File: config.mk
export PLATFORM = sky130hd
export DESIGN_NAME = spi_slave_cd
export DESIGN_NICKNAME = d
export VERILOG_FILES = /design/src/rtl/spi_slave_pkg.sv /design/src/rtl/spi_sync_bus.sv /design/src/rtl/spi_edge_det.sv /design/src/rtl/spi_wcol_flag.sv /design/src/rtl/spi_slave_cd.sv
export SDC_FILE = /design/constraint.sdc
export NUM_CORES = 1
export LEC_CHECK = 0
export BUFFER_PORTS_ARGS = -buffer_cell sky130_fd_sc_hd__clkbuf_2
export CORE_MARGIN = 2
export CORE_UTILIZATION = 55
export DETAILED_ROUTE_END_ITERATION = 12
export PLACE_DENSITY_LB_ADDON = 0.08
export SYNTH_ARGS = -nofsm -noshare
export SYNTH_HDL_FRONTEND = slang
export SYNTH_SLANG_ARGS = --single-unit
File: constraint.sdc
create_clock -name clk -period 4.75 [get_ports clk]
set_clock_uncertainty 0.05 [all_clocks]
set_input_delay 0 -clock clk [delete_from_list [all_inputs] [get_ports clk]]
set_output_delay 0 -clock clk [all_outputs]
set_load 0.01 [all_outputs]
File: src/rtl/spi_slave_pkg.sv
package spi_slave_pkg;

    typedef enum logic {
        PH_SAMPLE_FIRST = 1'b0,
        PH_DRIVE_FIRST  = 1'b1
    } phase_e;

    // Leading edge leaves the idle level; trailing edge returns to it.
    function automatic logic edge_lead(input logic pol, input logic rise, input logic fall);
        return pol ? fall : rise;
    endfunction

    function automatic logic edge_trail(input logic pol, input logic rise, input logic fall);
        return pol ? rise : fall;
    endfunction

endpackage

File: src/rtl/spi_sync_bus.sv
module spi_sync_bus #(
    parameter int unsigned W      = 3,
    parameter int unsigned STAGES = 2,
    parameter logic [W-1:0] RST   = '0
) (
    input  logic         clk,
    input  logic         rst_n,
    input  logic [W-1:0] din,
    output logic [W-1:0] dout
);
    logic [STAGES-1:0][W-1:0] chain_d, chain_q;

    always_comb begin
        chain_d[0] = din;
        for (int i = 1; i < STAGES; i++) begin
            chain_d[i] = chain_q[i-1];
        end
    end

    always_ff @(posedge clk or negedge rst_n) begin
        if (!rst_n) chain_q <= {STAGES{RST}};
        else        chain_q <= chain_d;
    end

    assign dout = chain_q[STAGES-1];
endmodule

File: src/rtl/spi_edge_det.sv
module spi_edge_det #(
    parameter logic RST = 1'b0
) (
    input  logic clk,
    input  logic rst_n,
    input  logic lvl,
    output logic rise,
    output logic fall
);
    logic prev_d, prev_q;

    always_comb prev_d = lvl;

    always_ff @(posedge clk or negedge rst_n) begin
        if (!rst_n) prev_q <= RST;
        else        prev_q <= prev_d;
    end

    assign rise = lvl & ~prev_q;
    assign fall = ~lvl & prev_q;
endmodule

File: src/rtl/spi_wcol_flag.sv
module spi_wcol_flag (
    input  logic clk,
    input  logic rst_n,
    input  logic set,
    input  logic clr,
    output logic flag
);
    logic flag_d, flag_q;

    always_comb begin
        flag_d = flag_q;
        if (clr) flag_d = 1'b0;
        if (set) flag_d = 1'b1;
    end

    always_ff @(posedge clk or negedge rst_n) begin
        if (!rst_n) flag_q <= 1'b0;
        else        flag_q <= flag_d;
    end

    assign flag = flag_q;
endmodule

File: src/rtl/spi_slave_cd.sv
module spi_slave_cd
    import spi_slave_pkg::*;
#(
    parameter int unsigned DATA_W      = 8,
    parameter int unsigned SYNC_STAGES = 2
) (
    input  logic              clk,
    input  logic              rst_n,
    input  logic              cpol,
    input  logic              cpha,
    input  logic              sclk,
    input  logic              mosi,
    input  logic              nss,
    output logic              miso_o,
    output logic              miso_oe,
    input  logic              wr_en,
    input  logic [DATA_W-1:0] wr_data,
    output logic [DATA_W-1:0] rx_data,
    output logic              rx_valid,
    output logic              wcol,
    input  logic              wcol_clr
);
    localparam int unsigned CNT_W = (DATA_W > 1) ? $clog2(DATA_W) : 1;
    localparam logic [CNT_W-1:0] LAST = CNT_W'(DATA_W - 1);

    typedef struct packed {
        logic [DATA_W-1:0] tx;
        logic [DATA_W-1:0] rx;
        logic [DATA_W-1:0] dr;
        logic [DATA_W-1:0] rxd;
        logic [CNT_W-1:0]  cnt;
        logic              mid;
        logic              rxv;
    } state_t;

    state_t s_d, s_q;

    logic [2:0] pins_lvl;
    logic sclk_lvl, mosi_lvl, nss_lvl;
    logic sclk_rise, sclk_fall, nss_rise, nss_fall;
    logic lead, trail, sample, drive, sel, busy, wr_take, wcol_set, last_bit;
    logic [DATA_W-1:0] rx_next, tx_shift;
    phase_e phase;

    spi_sync_bus #(.W(3), .STAGES(SYNC_STAGES), .RST(3'b100)) u_sync (
        .clk(clk), .rst_n(rst_n), .din({nss, mosi, sclk}), .dout(pins_lvl)
    );

    assign sclk_lvl = pins_lvl[0];
    assign mosi_lvl = pins_lvl[1];
    assign nss_lvl  = pins_lvl[2];

    spi_edge_det #(.RST(1'b0)) u_sclk_edge (
        .clk(clk), .rst_n(rst_n), .lvl(sclk_lvl), .rise(sclk_rise), .fall(sclk_fall)
    );

    spi_edge_det #(.RST(1'b1)) u_nss_edge (
        .clk(clk), .rst_n(rst_n), .lvl(nss_lvl), .rise(nss_rise), .fall(nss_fall)
    );

    spi_wcol_flag u_wcol (
        .clk(clk), .rst_n(rst_n), .set(wcol_set), .clr(wcol_clr), .flag(wcol)
    );

    assign phase = phase_e'(cpha);

    always_comb begin
        s_d      = s_q;
        s_d.rxv  = 1'b0;
        lead     = edge_lead(cpol, sclk_rise, sclk_fall);
        trail    = edge_trail(cpol, sclk_rise, sclk_fall);
        sample   = (phase == PH_SAMPLE_FIRST) ? lead : trail;
        drive    = (phase == PH_SAMPLE_FIRST) ? trail : lead;
        sel      = ~nss_lvl;
        busy     = sel & ((phase == PH_SAMPLE_FIRST) | (s_q.cnt != '0) | s_q.mid);
        wr_take  = wr_en & ~busy;
        wcol_set = wr_en & busy;
        rx_next  = {s_q.rx[DATA_W-2:0], mosi_lvl};
        tx_shift = {s_q.tx[DATA_W-2:0], 1'b0};
        last_bit = (s_q.cnt == LAST);

        if (wr_take) s_d.dr = wr_data;

        if (nss_fall) begin
            s_d.tx  = s_q.dr;
            s_d.cnt = '0;
            s_d.mid = 1'b0;
        end else if (nss_rise) begin
            s_d.cnt = '0;
            s_d.mid = 1'b0;
        end else if (sel) begin
            if (drive) begin
                if (phase == PH_DRIVE_FIRST) begin
                    s_d.mid = 1'b1;
                    s_d.tx  = (s_q.cnt == '0) ? s_q.dr : tx_shift;
                end else begin
                    s_d.tx  = tx_shift;
                end
            end
            if (sample) begin
                s_d.rx  = rx_next;
                s_d.mid = 1'b0;
                if (last_bit) begin
                    s_d.rxd = rx_next;
                    s_d.rxv = 1'b1;
                    s_d.cnt = '0;
                end else begin
                    s_d.cnt = s_q.cnt + CNT_W'(1);
                end
            end
        end
    end

    always_ff @(posedge clk or negedge rst_n) begin
        if (!rst_n) s_q <= '0;
        else        s_q <= s_d;
    end

    assign miso_o   = s_q.tx[DATA_W-1];
    assign miso_oe  = sel;
    assign rx_data  = s_q.rxd;
    assign rx_valid = s_q.rxv;
endmodule

==> results of run 1 <==
-- critical path, delay by kind of cell, from the launching register on --
kind / cells / cell delay, ns
mux: 2 / 0.56
simple gates: 1 / 0.32
compound gates: 1 / 0.21
buf+inv: 1 / 0.04
fa+ha+maj: 1 / 0.28
flops: 1 / 0.56
-- power by group through the flow --
stage / registers, mW / clock network [mW] / logic, mW
2_1_floorplan: 0.472 / 0 / 0.0953
3_3_place_gp: 0.480 / 0 / 0.123
3_5_place_dp: 0.484 / 0 / 0.128
4_1_cts: 0.477 / 0.246 / 0.138
5_1_grt: 0.484 / 0.266 / 0.149
6_report: 0.476 / 0.235 / 0.136
-- metrics by stage --
| stage | utilization [%] | total power, mW | hold WS, ns | std cells |
|---|---|---|---|---|
| 5_1_grt | 66.7 | 0.899 | 0.142 | 232 |
| 4_1_cts | 66.7 | 0.861 | 0.127 | 232 |
| 3_5_place_dp | 60.2 | 0.612 | 0.0388 | 210 |
| 6_report | 66.7 | 0.847 | 0.134 | 232 |
| 2_1_floorplan | - | 0.568 | -0.346 | 144 |
| 3_3_place_gp | 60.2 | 0.603 | 0.0379 | 210 |
-- flip-flops by register name, summed over array words and instances (netlist names) --
signal,cells
u_sclk_edge.prev_q,1
s_q,19
miso_o,1
u_sync.dout,3
u_wcol.flag,1
rx_valid,1
rx_data,8
rx_next,7
u_nss_edge.prev_q,1
u_sync.chain_d,3
-- cells in the mapped netlist, types with 3 or more instances --
master	n
buf_4	8
mux2_2	23
ha_1	7
dfrtp_1	42
dfstp_2	3
mux2_1	9
a22o_1	9
inv_1	9
-- path summary, 6_finish.rpt --
path	startpoint	endpoint	slack, ns	cells past startpoint
min reg2reg	u_sync.chain_d[3]	u_sync.dout[0]	0.30	0
min	cpol	s_q[1]	0.13	4
min in group asynchronous	rst_n	rx_data[6]	0.37	2
max	u_nss_edge.prev_q	s_q[33]	2.62	6
max in group asynchronous	rst_n	u_sclk_edge.prev_q	3.65	2
max reg2reg	u_nss_edge.prev_q	s_q[33]	2.62	6
-- timing repair --
item,4_1_cts,5_1_grt
hold buffers,14,0
hold endpoints to repair,54,0
buffers inserted,0,0
-- routing by layer --
metal | track usage (%) | part of all wire, % | wire (um) | vias to the layer above
li1 | - | - | - | 581
met1 | 22.2 | 43 | 1340 | 605
met4 | 8.24 | 1.8 | 57 | 0
met2 | 28.7 | 51 | 1610 | 27
met5 | 0 | 0 | 0 | -
met3 | 3.13 | 4.1 | 129 | 5
-- logic make-up (layout without fill, tap and decap cells) --
| family | Yosys count | in the layout |
|---|---|---|
| fa+ha+maj | 7 | 7 |
| mux | 36 | 36 |
| simple gates | 20 | 20 |
| compound gates | 16 | 16 |
| flops | 45 | 45 |
| buf+inv | 19 | 59 |
| xor+xnor | 1 | 1 |
-- layout make-up --
class	count	area share [%]
Tap cell	48	2.50
Timing Repair Buffer	42	11.7
Clock inverter	3	1.04
Clock buffer	5	2.86
Multi-Input combinational cell	80	33.5
Sequential cell	45	47.0
Inverter	9	1.41
==> results.py, run 1 <==
metrics = {
    "grt": {
        "grt_pass1_wl_um": 5550,
        "grt_max_degree": 46,
        "antenna_found_initial": 0,
        "overflow": 0,
        "grt_pass1_vias": 1215,
        "grtUsageTotal_pct": 17.4,
    },
    "timing": {
        "setup_ws_ns": 2.62,
        "fmax_ghz": 0.471,
        "setup_tns_ns": 0,
        "max_slew.worst_pin.slew_ns": 1.04,
        "setup_viol": 0,
        "grt_setup_unrepaired": "false",
        "relSlewSlack_pct": 30.6,
        "fin_crit_sh_pct": 44.7,
        "drv_slew": 0,
        "hold_viol_final": 0,
        "finalCriticalPeriod_ns": 2.13,
    },
    "finish": {
        "finalInstanceArea_sq_um": 2400,
        "drive_gt1_share_pct": 38.6,
        "nNetsFinal": 207,
        "syn_to_final_growth_pct": 17.9,
        "nFillCells": 284,
        "layout.area.seq_sq_um": 1130,
        "multiInputGateArea_sq_um": 806,
        "num_antenna_cells": 0,
        "most-common-layout-cells": "dfrtp_1 (42), clkbuf_2 (28), mux2_2 (23)",
        "layout_commonest_cell": "dfrtp_1",
    },
    "yosys": {
        "synth_fa_ha_area_share_pct": 4.29,
        "synth.area.top_cells": "dfrtp_1 (52%), mux2_2 (13%), mux2_1 (5.0%), ha_1 (4.3%), dfstp_2 (3.9%)",
        "ys_ff_latch": 45,
        "synthXorXnorAreaFrac_pct": 0.798,
        "synth-compound-area-share_pct": 6.69,
        "synth-simple-area-share_pct": 7.24,
        "ys_warn_count": 0,
        "synth_cell_types": 33,
        "synth.area.mux_share_pct": 20.5,
        "synthesis.nets": 168,
        "synth_ff_type": "dfrtp_1",
        "yosysTopAreaCell": "dfrtp_1",
        "netlist.area_leader.share_pct": 51.5,
        "syn-cell-area_sq_um": 2040,
        "synth-seq-area-share_pct": 55.4,
        "synth_top_family_by_area": "multiplexers",
        "synthCells": 144,
        "async_flop_share_pct": 100,
        "synth_edf_count": 0,
        "synth_area_per_cell_sq_um": 14.2,
    },
    "die": {
        "die_w_um": 64.9,
        "die_area_sq_um": 4210,
        "start_util_pct": 56.6,
        "ioPinCount": 29,
        "core-area_sq_um": 3610,
        "die_height_um": 64.9,
        "row_count": 22,
    },
    "placed_design": {
        "dp_hpwl_um": 2290,
        "gp_congestion": 0.779,
        "numPortBuffers": 28,
        "postPlaceCellArea_sq_um": 2170,
        "place_ws_ns": 2.63,
    },
    "hold_path": {
        "worstHoldPathType": "in2reg",
    },
    "route": {
        "finalWirelength_um": 3130,
        "drc_errors": 0,
        "drt_iter0_markers": 70,
        "dr.pass1.iters": 4,
        "vias_per_cell": 5.25,
        "final_antenna_net_count": 0,
        "wl_per_cell_um": 13.5,
        "vias": 1218,
    },
    "critical_path": {
        "crit_slowest_cell": "dfstp_2",
        "max_stage_delay_ns": 0.56,
        "cp-start-kind": "register",
        "cp_max_fo": 8,
        "crit_chain": "inv_1 -> ha_1 -> nor4b_1 -> mux2i_1 -> o21ai_2 -> mux2_2",
        "critPathArrivalTime_ns": 2.26,
        "cp.required_ns": 4.88,
        "path_class": "reg2reg",
        "end_kind": "register",
    },
    "power": {
        "switching_share_pct": 26.0,
        "ir_drop_mv": 0.225,
        "power.switching_uw": 220,
        "sequentialPowerShare_pct": 56.2,
        "powerDensity_nw_per_um2": 352,
        "leakage_nw": 1.20,
        "internal_power_uw": 627,
        "clock_power_share_pct": 27.8,
        "pwr-share-comb_pct": 16.0,
    },
    "clock_network": {
        "clk_latency_ns": 0.29,
        "clk_pin_slew_ns": 0.08,
        "htreeDepth": 2,
        "cts_made_buffers": 5,
        "clock_tree.root_cell": "clkbuf_8",
        "cts.sink_count": 45,
        "cts_tree": "built",
        "clockBufferDepth": 2,
        "cts_resized": 0,
    },
    "flow_run": {
        "maxCapViolCount": 0,
    },
    "run_status": {
        "status": "finished clean",
    },
}
(Power assumes the default switching activity.)
==> run 2, diff against run 1 <==
- CORE_UTILIZATION: 55 -> 50
- clock period: 4.75 -> 1.75 ns (I/O delays scaled with it)
==> results.py, run 2 (synthesis results as in run 1) <==
metrics = {
    "finish": {
        "nFillCells": 287,
        "largest_reg_flops": 19,
        "finalInstanceArea_sq_um": 2790,
        "drive_gt1_share_pct": 55.6,
        "most-common-layout-cells": "dfrtp_1 (42), clkbuf_2 (28), mux2_4 (24)",
        "layout_commonest_cell": "dfrtp_1",
        "nNetsFinal": 228,
        "syn_to_final_growth_pct": 36.9,
        "num_antenna_cells": 0,
        "top_register": "s_q",
    },
    "clock_network": {
        "clock_tree.root_cell": "clkbuf_8",
        "cts_made_buffers": 5,
        "htreeDepth": 2,
        "cts_tree": "built",
        "clk_pin_slew_ns": 0.08,
        "clk_latency_ns": 0.30,
        "cts.sink_count": 45,
        "clockBufferDepth": 2,
    },
    "grt": {
        "grt_max_degree": 46,
        "grtUsageTotal_pct": 17.3,
        "grt_pass1_vias": 1300,
        "antenna_found_initial": 0,
        "grt_pass1_wl_um": 5750,
        "overflow": 0,
    },
    "power": {
        "clock_power_share_pct": 26.4,
        "total_power_mw": 2.47,
        "powerDensity_nw_per_um2": 884,
        "pwr-share-comb_pct": 20.8,
        "ir_drop_mv": 0.572,
        "switching_share_pct": 26.7,
        "internal_power_mw": 1.81,
        "leakage_nw": 1.40,
        "sequentialPowerShare_pct": 52.8,
        "power.switching_uw": 660,
    },
    "timing": {
        "setup_ws_ns": -0.118,
        "grt_setup_unrepaired": "true",
        "hold_viol_final": 0,
        "max_slew.worst_pin.slew_ns": 0.547,
        "drv_slew": 0,
        "relSlewSlack_pct": 63.5,
        "setup_viol": 19,
        "fmax_ghz": 0.535,
        "finalCriticalPeriod_ns": 1.87,
        "hold_ws_ns": 0.175,
        "fin_crit_sh_pct": 107,
    },
    "die": {
        "ioPinCount": 29,
        "die_height_um": 67.9,
        "die_area_sq_um": 4610,
        "row_count": 23,
        "start_util_pct": 51.4,
        "die_w_um": 67.9,
        "core-area_sq_um": 3970,
    },
    "critical_path": {
        "path_buf_inv": 1,
        "max_stage_delay_ns": 0.54,
        "cp.required_ns": 1.88,
        "cp_max_fo": 8,
        "cp-startpoint": "u_nss_edge.prev_q",
        "end_kind": "register",
        "r2r-start": "u_nss_edge.prev_q",
        "crit_chain": "inv_2 -> ha_4 -> nor4b_4 -> mux2i_2 -> o21ai_4 -> mux2_4",
        "cp_top_family": "flip-flops",
        "path_class": "reg2reg",
        "critPathArrivalTime_ns": 2.00,
        "crit_slowest_cell": "dfstp_2",
        "cp-start-kind": "register",
    },
    "route": {
        "vias_per_cell": 5.10,
        "drt_iter0_markers": 72,
        "dr.pass1.iters": 4,
        "final_antenna_net_count": 0,
        "vias": 1300,
        "drc_errors": 0,
        "finalWirelength_um": 3500,
        "wl_per_cell_um": 13.7,
    },
    "placed_design": {
        "postPlaceCellArea_sq_um": 2360,
        "dp_hpwl_um": 2410,
        "numPortBuffers": 28,
        "gp_congestion": 0.761,
    },
    "run_status": {
        "status": "complete, but fails checks",
        "failed_checks": "setup timing",
    },
    "hold_path": {
        "worstHoldPathType": "in2reg",
        "min_from": "cpol",
    },
    "flow_run": {
        "maxCapViolCount": 0,
    },
}
==> run 2: final timing paths <==
path | endpoint | slack (ns) | cells after the start
min in group asynchronous | s_q[2] | 0.26 | 3
hold reg to reg | u_sync.dout[1] | 0.31 | 0
setup / recovery | s_q[35] | -0.12 | 6
max in group asynchronous | u_nss_edge.prev_q | 1.02 | 3
setup reg to reg | s_q[35] | -0.12 | 6
hold / removal | s_q[1] | 0.17 | 4
==> run 2: worst register-to-register path, stage by stage (launching register included) <==
cell and delay (ns):
dfstp_2 0.54, inv_2 0.04, ha_4 0.18, nor4b_4 0.29
mux2i_2 0.15, o21ai_4 0.17, mux2_4 0.34
==> run 2: layout make-up <==
| cell class | instances | area [sq um] | share of cell area [%] |
|---|---|---|---|
| inverter | 9 | 33.8 | 1.21 |
| timing repair buffer | 63 | 458 | 16.4 |
| multi-input combinational | 80 | 1010 | 36.3 |
| tap | 50 | 62.6 | 2.24 |
| clock buffer | 5 | 68.8 | 2.46 |
| sequential | 45 | 1130 | 40.5 |
| clock inverter | 3 | 25.0 | 0.896 |
==> run 2: metrics by stage <==
| step | worst slack, ns | instances | utilization, % | TNS, ns |
|---|---|---|---|---|
| global route | -0.224 | 255 | 70.3 | -2.87 |
| CTS | -0.126 | 253 | 68.7 | -0.993 |
| global placement | -0.0877 | 226 | 59.5 | -0.880 |
| finish | -0.118 | 255 | 70.3 | -1.23 |
| detailed placement | -0.141 | 226 | 59.5 | -1.72 |
| floorplan | -0.167 | 144 | - | -1.45 |
==> run 2: power by group through the flow <==
| stage | clock network (mW) | logic [mW] | registers (mW) |
|---|---|---|---|
| 4_1_cts | 0.672 | 0.488 | 1.30 |
| 2_1_floorplan | 0 | 0.309 | 1.29 |
| 6_report | 0.650 | 0.514 | 1.30 |
| 5_1_grt | 0.736 | 0.561 | 1.32 |
| 3_5_place_dp | 0 | 0.431 | 1.32 |
| 3_3_place_gp | 0 | 0.411 | 1.31 |
==> run 2: timing repair <==
item	CTS	global route
hold endpoints to repair	54	0
resized for setup	17	12
setup buffers	5	2
hold buffers	14	0
setup endpoints to repair	29	36
pin swaps	7	5
==> run 2: layer usage <==
layer	track usage, %	vias up	share of wire, %	routed length, um
met3	6.58	9	4.2	146
met1	20.1	631	44	1550
li1	-	623	-	-
met2	29.4	37	50	1730
met5	0	-	0	0
met4	6.00	0	1.9	66
==> run 3, diff against run 2 <==
- CORE_ASPECT_RATIO: not set -> 0.9
==> results.py, run 3 (synthesis results as in run 1) <==
metrics = {
    "critical_path": {
        "cp-start-kind": "register",
        "worst_r2r_path_depth": 6,
        "cp_top_family": "flip-flops",
        "path_buf_inv": 1,
        "crit_slowest_cell": "dfstp_2",
        "rr_endpoint": "s_q[35]",
        "reg2reg_setup_slack_ns": -0.09,
        "max_stage_delay_ns": 0.54,
        "path_class": "reg2reg",
        "cp-startpoint": "u_nss_edge.prev_q",
        "end_kind": "register",
        "r2r-start": "u_nss_edge.prev_q",
        "cp.required_ns": 1.89,
        "crit_chain": "inv_2 -> ha_4 -> nor4b_4 -> mux2i_2 -> o21ai_4 -> mux2_4",
        "cp_max_fo": 8,
        "critPathArrivalTime_ns": 1.97,
    },
    "timing": {
        "setup_viol": 11,
        "finalCriticalPeriod_ns": 1.84,
        "relSlewSlack_pct": 63.7,
        "fin_crit_sh_pct": 105,
        "max_slew.worst_pin.slew_ns": 0.545,
        "setup_ws_ns": -0.0864,
        "hold_viol_final": 0,
        "drv_slew": 0,
        "fmax_ghz": 0.545,
        "hold_ws_ns": 0.116,
        "grt_setup_unrepaired": "true",
    },
    "route": {
        "drc_errors": 0,
        "wl_per_cell_um": 14.0,
        "finalWirelength_um": 3470,
        "vias": 1242,
        "drt_iter0_markers": 76,
        "vias_per_cell": 5.01,
        "dr.pass1.iters": 4,
        "final_antenna_net_count": 0,
    },
    "die": {
        "die_area_sq_um": 4610,
        "die_w_um": 71.3,
        "ioPinCount": 29,
        "die_height_um": 64.6,
        "core-area_sq_um": 3990,
        "start_util_pct": 51.1,
        "row_count": 22,
    },
    "grt": {
        "grtUsageTotal_pct": 17.7,
        "grt_pass1_wl_um": 6220,
        "grt_max_degree": 46,
        "grt_pass1_vias": 1380,
        "antenna_found_initial": 0,
        "overflow": 0,
    },
    "finish": {
        "drive_gt1_share_pct": 53.0,
        "nNetsFinal": 223,
        "largest_reg_flops": 19,
        "syn_to_final_growth_pct": 34.7,
        "post-route-util_pct": 68.8,
        "finalInstanceArea_sq_um": 2750,
        "top_register": "s_q",
        "num_antenna_cells": 0,
        "most-common-layout-cells": "dfrtp_1 (42), clkbuf_2 (28), mux2_4 (20)",
        "layout_commonest_cell": "dfrtp_1",
        "nFillCells": 289,
    },
    "clock_network": {
        "cts_tree": "built",
        "htreeDepth": 2,
        "clock_tree.root_cell": "clkbuf_8",
        "cts.sink_count": 45,
        "clk_pin_slew_ns": 0.09,
        "clockBufferDepth": 2,
        "clk_latency_ns": 0.30,
        "cts_made_buffers": 5,
    },
    "power": {
        "pwr-share-comb_pct": 20.5,
        "leakage_nw": 1.37,
        "power.switching_uw": 668,
        "sequentialPowerShare_pct": 52.6,
        "ir_drop_mv": 0.688,
        "switching_share_pct": 27.0,
        "clock_power_share_pct": 26.9,
        "powerDensity_nw_per_um2": 901,
        "internal_power_mw": 1.81,
        "total_power_mw": 2.47,
    },
    "hold_path": {
        "hold_path_end": "s_q[1]",
        "hold_depth": 4,
        "min_from": "cpol",
        "worstHoldPathType": "in2reg",
    },
    "placed_design": {
        "postPlaceCellArea_sq_um": 2370,
        "dp_hpwl_um": 2450,
        "gp_congestion": 0.810,
        "numPortBuffers": 28,
    },
    "flow_run": {
        "maxCapViolCount": 0,
    },
    "run_status": {
        "failed_checks": "setup timing",
        "status": "complete, but fails checks",
    },
}
-- run 3: cell types whose count changed in the layout (fill, tap and decap cells not counted), sizes merged --
| cell | previous run | this run |
|---|---|---|
| buf | 21 | 16 |
-- run 3: power groups by stage --
| stage | clock (mW) | sequential (mW) | combinational, mW |
|---|---|---|---|
| finish | 0.666 | 1.30 | 0.508 |
| global placement | 0 | 1.31 | 0.416 |
| CTS | 0.689 | 1.30 | 0.493 |
| floorplan | 0 | 1.29 | 0.309 |
| global route | 0.747 | 1.32 | 0.556 |
| detailed placement | 0 | 1.31 | 0.437 |
-- run 3: final cells by class --
type | count | area, sq um | share of cell area (%)
timing repair buffer | 58 | 425 | 15.5
clock inverter | 3 | 25.0 | 0.911
multi-input combinational | 80 | 1000 | 36.5
tap | 48 | 60.1 | 2.19
inverter | 9 | 33.8 | 1.23
clock buffer | 5 | 68.8 | 2.51
sequential | 45 | 1130 | 41.1
-- run 3: worst max path at each step --
stage                     slack (ns)  cells after the start      end
final                          -0.09                      6  s_q[35]
after global routing           -0.20                      7  s_q[29]
after CTS                      -0.09                      6  s_q[35]
after detailed placement       -0.11                      6   miso_o
after global placement         -0.05                      6   miso_o
after floorplan                -0.17                      7   miso_o
-- run 3: per-layer routing --
metal / global-route usage, % / wire length [um] / vias to the layer above
li1: - / - / 614
met1: 21.3 / 1600 / 600
met2: 30.4 / 1730 / 24
met3: 4.67 / 101 / 4
met4: 6.37 / 31 / 0
met5: 0 / 0 / -
-- run 3: timing repair --
action / in CTS / in global routing
hold endpoints to repair: 54 / 0
gates cloned: 0 / 0
setup endpoints to repair: 26 / 36
resized for setup: 14 / 10
hold buffers: 14 / 0
setup buffers: 2 / 1
pin swaps: 4 / 3
-- run 3: tightest hold or removal path: stages --
cell and delay (ns):
clkbuf_2 0.12, nand3_1 0.07, nand3_1 0.09, mux2_2 0.14
-- run 3: per-stage QoR --
step	setup TNS [ns]	instances	worst slack [ns]
after CTS	-0.817	248	-0.0934
after floorplan	-1.45	144	-0.167
after global placement	-0.726	224	-0.0519
after detailed placement	-1.44	224	-0.109
final	-0.751	248	-0.0864
after global routing	-2.00	248	-0.202
